### src/rtl/pt_walker.sv
module pt_walker #(
  parameter int AW       = 32,
  parameter int L1_IDX_W = 12,
  parameter int L2_IDX_W = 8,
  parameter int PERM_W   = 4
) (
  input  logic              clk,
  input  logic              rst_n,
  input  logic              en,
  input  logic              bypass,
  input  logic              base_wr,
  input  logic [AW-1:0]     base_wdata,
  input  logic              req_valid,
  output logic              req_ready,
  input  logic [AW-1:0]     req_addr,
  output logic              rsp_valid,
  input  logic              rsp_ready,
  output logic [AW-1:0]     rsp_paddr,
  output logic [PERM_W-1:0] rsp_perm,
  output logic              rsp_fault_l1,
  output logic              rsp_fault_l2,
  output logic [AW-1:0]     flt_l1_addr,
  output logic [AW-1:0]     flt_l2_addr,
  output logic              mem_req_valid,
  input  logic              mem_req_ready,
  output logic [AW-1:0]     mem_req_addr,
  input  logic              mem_rsp_valid,
  input  logic [AW-1:0]     mem_rsp_data
);
  localparam int OFF_W    = AW - L1_IDX_W - L2_IDX_W;
  localparam int TBL_LSB  = L2_IDX_W + 2;
  localparam int PERM_LSB = 4;

  typedef enum logic [2:0] {S_IDLE, S_L1A, S_L1D, S_L2A, S_L2D, S_DONE} st_t;

  st_t             st;
  logic [AW-1:0]   base_q, va_q, tbl_q, pa_q;
  logic [PERM_W-1:0] perm_q;
  logic            f1_q, f2_q;

  wire [AW-1:0] l1_off = AW'({va_q[AW-1 -: L1_IDX_W], 2'b00});
  wire [AW-1:0] l2_off = AW'({va_q[OFF_W +: L2_IDX_W], 2'b00});
  wire          l1_ok  = mem_rsp_data[1:0] == 2'b01;
  wire          l2_ok  = mem_rsp_data[1];

  assign req_ready     = st == S_IDLE;
  assign rsp_valid     = st == S_DONE;
  assign mem_req_valid = st == S_L1A || st == S_L2A;
  assign mem_req_addr  = (st == S_L1A) ? base_q + l1_off : tbl_q + l2_off;
  assign rsp_paddr     = pa_q;
  assign rsp_perm      = perm_q;
  assign rsp_fault_l1  = f1_q;
  assign rsp_fault_l2  = f2_q;

  always_ff @(posedge clk) begin
    if (!rst_n) begin
      st          <= S_IDLE;
      base_q      <= '0;
      va_q        <= '0;
      tbl_q       <= '0;
      pa_q        <= '0;
      perm_q      <= '0;
      f1_q        <= 1'b0;
      f2_q        <= 1'b0;
      flt_l1_addr <= '0;
      flt_l2_addr <= '0;
    end else begin
      if (base_wr && !en) base_q <= base_wdata;
      case (st)
        S_IDLE: if (req_valid) begin
          va_q <= req_addr;
          if (!en || bypass) begin
            pa_q   <= req_addr;
            perm_q <= '0;
            f1_q   <= 1'b0;
            f2_q   <= 1'b0;
            st     <= S_DONE;
          end else begin
            st <= S_L1A;
          end
        end
        S_L1A: if (mem_req_ready) st <= S_L1D;
        S_L1D: if (mem_rsp_valid) begin
          if (l1_ok) begin
            tbl_q <= {mem_rsp_data[AW-1:TBL_LSB], TBL_LSB'(0)};
            st    <= S_L2A;
          end else begin
            pa_q        <= '0;
            perm_q      <= '0;
            f1_q        <= 1'b1;
            f2_q        <= 1'b0;
            flt_l1_addr <= va_q;
            st          <= S_DONE;
          end
        end
        S_L2A: if (mem_req_ready) st <= S_L2D;
        S_L2D: if (mem_rsp_valid) begin
          f1_q <= 1'b0;
          st   <= S_DONE;
          if (l2_ok) begin
            pa_q   <= {mem_rsp_data[AW-1:OFF_W], va_q[OFF_W-1:0]};
            perm_q <= mem_rsp_data[PERM_LSB +: PERM_W];
            f2_q   <= 1'b0;
          end else begin
            pa_q        <= '0;
            perm_q      <= '0;
            f2_q        <= 1'b1;
            flt_l2_addr <= va_q;
          end
        end
        S_DONE: if (rsp_ready) st <= S_IDLE;
        default: st <= S_IDLE;
      endcase
    end
  end
endmodule

### config.mk
export PLATFORM = sky130hd
export DESIGN_NAME = pt_walker
export DESIGN_NICKNAME = d
export VERILOG_FILES = /design/src/rtl/pt_walker.sv
export SDC_FILE = /design/constraint.sdc
export NUM_CORES = 1
export LEC_CHECK = 0
export CORE_UTILIZATION = 44
export CTS_BUF_LIST = sky130_fd_sc_hd__clkbuf_16
export CTS_CLUSTER_SIZE = 16
export DETAILED_ROUTE_END_ITERATION = 6
export PLACE_DENSITY = 0.77
export SLEW_MARGIN = 5
export SYNTH_ARGS = -nofsm -noshare
export SYNTH_HDL_FRONTEND = slang
export SYNTH_SLANG_ARGS = --single-unit
### constraint.sdc
create_clock -name clk -period 3.1 [get_ports clk]
set_input_delay 0.775 -clock clk [delete_from_list [all_inputs] [get_ports clk]]
set_output_delay 0.775 -clock clk [all_outputs]
set_load 0.05 [all_outputs]
==> results.json, run 1 <==
{
  "finalCritPeriodShare_pct": 117,
  "slew_headroom_pct": 29.6,
  "ios": 242,
  "combPwrFrac_pct": 44.9,
  "antenna_cells": 0,
  "yosys-top-cells-area": "dfxtp_1, nand2_1, a21boi_1",
  "grt_max_degree": 82,
  "rows": 51,
  "cp.arrival_ns": 2.86,
  "grt_setup_unrepaired": "true",
  "post-synth-top-count-cell": "nand2_1",
  "synth_edf_count": 0,
  "tritoncts": "done",
  "ys_warn_count": 0,
  "clk_pin_slew_ns": 0.08,
  "grt_pass1_wl_microns": 43500,
  "syn_area_per_cell_sq_um": 8.40,
  "post-place-ws_ns": -0.165,
  "die_h_microns": 142,
  "cpPeakStageDelay_ns": 0.38,
  "final.setup.worst_slack_ns": -0.539,
  "hpwl_microns": 20400,
  "yosysSeqAreaShare_pct": 44.0,
  "track_usage_pct": 28.0,
  "yosysTopAreaCellShare_pct": 44.0,
  "via_per_inst": 5.42,
  "final_util_pct": 68.0,
  "portBuffers": 237,
  "crit_chain": "ha_4 > fa_2 > a21o_1 > a221oi_4 > nor3b_4 > o2111ai_4 > buf_12 > nor3_2 > xnor2_2 > o21ai_4 > buf_12",
  "skew_ns": 0.00859,
  "synth_nets": 1152,
  "status": "complete, but fails checks",
  "synth_common_cells": "nand2_1, dfxtp_1, a21boi_1, clkbuf_1, a21boi_0",
  "r2r_slack_ns": 0.62,
  "clkLatencyLatePin_ns": 0.44,
  "timing.fmax_mhz": 275,
  "coreArea_sq_mm": 0.0194,
  "design.die.area_sq_mm": 0.0203,
  "setup_viol": 22,
  "syn_to_final_growth_pct": 51.9,
  "start_util_pct": 44.8,
  "antenna_found_initial": 0,
  "postCtsHoldBufs": 0,
  "crit_fanout": 6,
  "vdd_ir_drop_max_mv": 0.654,
  "violations": "setup timing",
  "fin_setup_tns_ns": -6.33,
  "drt_wl_total_microns": 28800,
  "end_kind": "output pin",
  "synthCells": 1034,
  "synth_ff_type": "dfxtp_1",
  "clockBufferDepth": 2,
  "p_leak_nw": 4.98,
  "drive_above_1_share_pct": 19.4,
  "dieWidth_microns": 142,
  "crit_type": "flop to output pin",
  "grt_pass1_vias": 7950,
  "switching_share_pct": 42.2,
  "layout_min_cycle_time_ns": 3.64,
  "maxSlewViolCount": 0,
  "seq_power_share_pct": 32.1,
  "switching_power_mw": 4.03,
  "async_flop_share_pct": 0,
  "slowest_stage": "a221oi_4",
  "synth-seq-cells": 191,
  "hold_path_class": "flop to flop",
  "power_density_mw_per_mm2": 724,
  "num-nets-final": 1399,
  "worst_pin_slew_ns": 1.05,
  "synth_area_sq_mm": 0.00868,
  "cap_violations": 0,
  "start_kind": "flop",
  "grt-ovfl-total": 0,
  "wire_per_inst_microns": 18.5,
  "synth.distinct_cells": 55,
  "place_congestion": 0.886,
  "worst_path_most_repeated_cell": "buf_12",
  "cts-htree-levels": 4,
  "internal_power_mw": 5.52,
  "yosys.area.top_type": "dfxtp_1",
  "required_ns": 2.32,
  "drc_errors": 0,
  "cts_root_buf": "clkbuf_16",
  "finalHoldViolations": 0,
  "cts_buffers": 17,
  "pwr-share-clk_pct": 23.0,
  "ant_nets": 0,
  "drtIter0Drc": 569,
  "clock_sinks": 191,
  "vias": 8452,
  "firstDrtPassIters": 6
}
==> routing by layer <==
metal | global-route usage (%) | up-vias | routed length (microns)
met2 | 48.2 | 326 | 14200
met1 | 34.2 | 4034 | 11600
met4 | 12.2 | 0 | 1090
li1 | - | 4022 | -
met5 | 0 | - | 0
met3 | 4.81 | 70 | 1860
==> per-stage QoR <==
stage	instance area, sq um	power, mW	hold slack [ns]	std cells
6_report	13200	9.55	0.455	1559
5_1_grt	13200	9.91	0.470	1559
4_1_cts	13000	9.52	0.456	1554
3_5_place_dp	11900	7.24	0.444	1513
3_3_place_gp	11900	7.18	0.439	1513
2_1_floorplan	8800	5.68	0.435	1034
==> final cells by class <==
cell class              count  area (sq um)
repair buffers            305          3290
well taps                 265           332
clock inverters            15           175
fillers                  1602          6210
flip-flops and latches    191          3840
multi-input cells         759          5100
clock buffers              17           425
inverters                   7          26.3
==> state kept, by name, summed over array words and instances (netlist names) <==
| name | count |
|---|---|
| st | 3 |
| base_q | 32 |
| flt_l1_addr | 32 |
| va_q | 32 |
| rsp_perm | 4 |
| rsp_fault_l2 | 1 |
| flt_l2_addr | 32 |
| tbl_q | 22 |
| rsp_paddr | 32 |
| rsp_fault_l1 | 1 |
==> final timing paths <==
path,to,cells after the start,from
setup / recovery,mem_req_addr[30],11,base_q[2]$_SDFFE_PN0P_
hold / removal,flt_l2_addr[9]$_SDFFE_PN0P_,2,flt_l2_addr[9]$_SDFFE_PN0P_
setup reg to reg,flt_l1_addr[24]$_SDFFE_PN0P_,6,st[1]$_SDFFE_PN0P_
hold reg to reg,flt_l2_addr[9]$_SDFFE_PN0P_,2,flt_l2_addr[9]$_SDFFE_PN0P_
==> power groups by stage <==
stage / registers [mW] / logic (mW) / clock network (mW)
finish: 3.07 / 4.29 / 2.19
global route: 3.10 / 4.51 / 2.30
CTS: 3.06 / 4.25 / 2.22
detailed placement: 3.10 / 4.14 / 0
global placement: 3.08 / 4.09 / 0
floorplan: 3.70 / 1.98 / 0
==> layout by cell type (no fill, tap or decap), types with 3 or more instances in the layout <==
master           instances
nand2_1                346
clkdlybuf4s50_1        204
dfxtp_1                176
a21boi_1               111
buf_4                   55
a21boi_0                43
buf_12                  36
a221o_1                 33
o211a_1                 33
o21ai_2                 21
clkbuf_16               17
dfxtp_2                 15
nand3_1                 13
nor2_1                  10
buf_6                   10
o21ai_0                  8
xnor2_2                  8
o21ai_4                  8
xnor2_1                  8
ha_4                     8
a21oi_2                  7
nor2_2                   7
xor2_1                   7
inv_1                    7
and3_1                   6
a21o_1                   6
xor2_2                   6
and2_1                   5
a21oi_4                  5
clkinv_8                 5
inv_8                    4
nor2b_1                  3
nand2b_1                 3
nor2_4                   3
ha_1                     3
clkinvlp_4               3
==> what timing repair did <==
item	in CTS	in global routing
endpoints found under the setup margin	26	24
gates resized for setup	89	23
pin swaps	42	28
setup buffers	9	6
cloned	0	0
==> kinds of logic (layout without fill, tap and decap cells) <==
family	after synthesis	count (layout)	synth area share [%]
AND/OR/NAND/NOR	421	421	20.2
buffers and inverters	84	344	4.16
adder cells (fa/ha/maj)	13	13	1.96
flip-flops	191	191	44.0
multiplexers	2	2	0.259
AO/OA/AOI/OAI	294	294	26.5
XOR/XNOR	29	29	2.92
==> critical path, delay by kind of cell, from the launching register on <==
| kind | cells | cell delay, ns |
|---|---|---|
| AOI/OAI and AO/OA | 4 | 0.97 |
| xor gates and xnor gates | 1 | 0.16 |
| adders and majority gates | 2 | 0.50 |
| buffers and inverters | 2 | 0.32 |
| DFF | 1 | 0.34 |
| and+or+nand+nor | 2 | 0.14 |
(Power assumes the default switching activity.)
==> inputs of run 2 (changes only) <==
Settings changed: PLACE_DENSITY 0.77 to 0.83.
==> run 2 against run 1 <==
Effect of this change: the flow still finishes with violations (setup timing); routed wire length is 2.0% higher; cell count is 0.19% lower; final area is 0.21% lower; register-to-register slack better by 0.10 ns; utilization is 0.14 points lower; die area stayed put; worst setup slack worse by 0.015 ns; first-iteration DRC count is 13% higher; sequential share of layout area is 0.099 points higher; clock power is 3% higher; highest routed layer unchanged.
==> results.json, run 2 (synthesis results as in run 1) <==
{
  "ant_nets": 0,
  "final_util_pct": 67.9,
  "clock_sinks": 191,
  "finalHoldViolations": 0,
  "timing.fmax_mhz": 274,
  "crit_chain": "ha_4 > fa_2 > a21o_1 > a221oi_4 > nor3b_4 > o2111ai_4 > buf_12 > nor3b_2 > xnor2_2 > o21ai_4 > buf_12",
  "dieWidth_microns": 142,
  "power_density_mw_per_mm2": 732,
  "place_congestion": 0.895,
  "dp_cells": 1513,
  "setup_viol": 22,
  "coreArea_sq_mm": 0.0194,
  "final.setup.worst_slack_ns": -0.554,
  "cp_top_family": "compound AO/OA/AOI/OAI gates",
  "hold_end": "flt_l2_addr[10]$_SDFFE_PN0P_",
  "r2r_slack_ns": 0.72,
  "violations": "setup timing",
  "wire_per_inst_microns": 18.9,
  "vdd_ir_drop_max_mv": 0.432,
  "slowest_stage": "a221oi_4",
  "antenna_cells": 0,
  "crit_type": "flop to output pin",
  "cts_buffers": 17,
  "required_ns": 2.32,
  "slew_headroom_pct": 29.6,
  "placedInstanceArea_sq_mm": 0.0119,
  "hpwl_microns": 20300,
  "grt-ovfl-total": 0,
  "rows": 51,
  "syn_to_final_growth_pct": 51.6,
  "drtIter0Drc": 644,
  "drt_wl_total_microns": 29300,
  "cap_violations": 0,
  "vias": 8630,
  "power_mw": 9.64,
  "status": "complete, but fails checks",
  "clk_pin_slew_ns": 0.08,
  "grt_pass1_vias": 8309,
  "cpPeakStageDelay_ns": 0.37,
  "regToRegEndpoint": "flt_l1_addr[9]$_SDFFE_PN0P_",
  "design.die.area_sq_mm": 0.0203,
  "clockBufferDepth": 2,
  "via_per_inst": 5.55,
  "start_util_pct": 44.8,
  "worst_path_most_repeated_cell": "buf_12",
  "layout_min_cycle_time_ns": 3.65,
  "grt_pass1_wl_microns": 44900,
  "tritoncts": "done",
  "antenna_found_initial": 0,
  "layout.cells.non_filler": 1556,
  "hold-path-cell-count": 2,
  "die_h_microns": 142,
  "end_kind": "output pin",
  "maxSlewViolCount": 0,
  "cts_root_buf": "clkbuf_16",
  "grt_setup_unrepaired": "true",
  "p_leak_nw": 4.96,
  "worst_pin_slew_ns": 1.05,
  "clkLatencyLatePin_ns": 0.44,
  "portBuffers": 237,
  "drive_above_1_share_pct": 19.3,
  "cts-htree-levels": 4,
  "r2r_start": "st[1]$_SDFFE_PN0P_",
  "drc_errors": 0,
  "firstDrtPassIters": 5,
  "ios": 242,
  "num-nets-final": 1396,
  "start_kind": "flop",
  "hold_path_class": "flop to flop",
  "crit_fanout": 6,
  "final_common_cell": "nand2_1",
  "track_usage_pct": 29.1,
  "worstHoldStart": "flt_l2_addr[10]$_SDFFE_PN0P_",
  "finalCritPeriodShare_pct": 118,
  "cp.arrival_ns": 2.88,
  "cp_num_buf_inv": 2,
  "skew_ns": 0.0144,
  "grt_max_degree": 71,
  "r2r_cells": 6,
  "fin_hold_ws_ns": 0.452,
  "finish.instance_area_sq_mm": 0.0132,
  "final_cell_mix": "nand2_1, clkdlybuf4s50_1, dfxtp_1"
}
## run 2: cell types whose count changed in the layout (fill, tap and decap cells not counted), moves of 3 or more
cell | before | now
ha_1 | 3 | 0
dfxtp_1 | 176 | 172
o21ai_0 | 8 | 5
ha_4 | 8 | 11
clkinv_8 | 5 | 2
o21ai_1 | 0 | 5
dfxtp_2 | 15 | 19
## run 2: timing repair
action                     4_1_cts  5_1_grt
gates resized for setup         97       16
hold buffers                     0        0
buffers inserted                13        2
setup endpoints to repair       24       28
pin swaps                       54       16
## run 2: worst register-to-register path, delay by kind of cell, from the launching register on
family,cells,cell delay [ns]
compound gates,1,0.13
buf+inv,1,0.37
flops,1,0.59
simple gates,4,1.24
## run 2: routing by layer
metal | part of all wire, % | up-vias | track usage [%]
li1 | - | 4016 | -
met1 | 40 | 4149 | 34.4
met2 | 49 | 371 | 49.3
met3 | 5.9 | 94 | 4.85
met4 | 5.2 | 0 | 17.9
met5 | 0 | - | 0
## run 2: report_power, final
group / total (mW) / internal, mW / switching [mW]
Sequential: 3.08 / 2.79 / 0.287
Combinational: 4.30 / 1.65 / 2.65
Clock: 2.26 / 1.22 / 1.04
Total: 9.64 / 5.66 / 3.98
## run 2: layout make-up
class	instances	area [sq um]
clock buffers	17	425
clock inverters	15	183
fillers	1520	6230
inverters	7	26.3
multi-input cells	759	5110
flip-flops and latches	191	3850
well taps	265	332
repair buffers	302	3250
## run 2: through the flow
stage	setup WS (ns)	setup TNS [ns]
after floorplan	-0.0122	-0.0122
after global placement	-0.120	-0.513
after detailed placement	-0.194	-0.882
after CTS	-0.512	-5.98
after global routing	-0.653	-8.60
final	-0.554	-6.72
## run 2: how the worst max path moves through the flow
stage / to / slack [ns] / start / cells after the start
4_1_cts: mem_req_addr[26] / -0.51 / base_q[2]$_SDFFE_PN0P_ / 11
3_3_place_gp: mem_req_addr[22] / -0.12 / base_q[2]$_SDFFE_PN0P_ / 10
6_report: mem_req_addr[28] / -0.55 / base_q[2]$_SDFFE_PN0P_ / 11
5_1_grt: mem_req_addr[26] / -0.65 / base_q[2]$_SDFFE_PN0P_ / 11
3_5_place_dp: mem_req_addr[22] / -0.19 / base_q[2]$_SDFFE_PN0P_ / 10
2_1_floorplan: mem_req_addr[22] / -0.01 / va_q[20]$_SDFFE_PN0P_ / 9
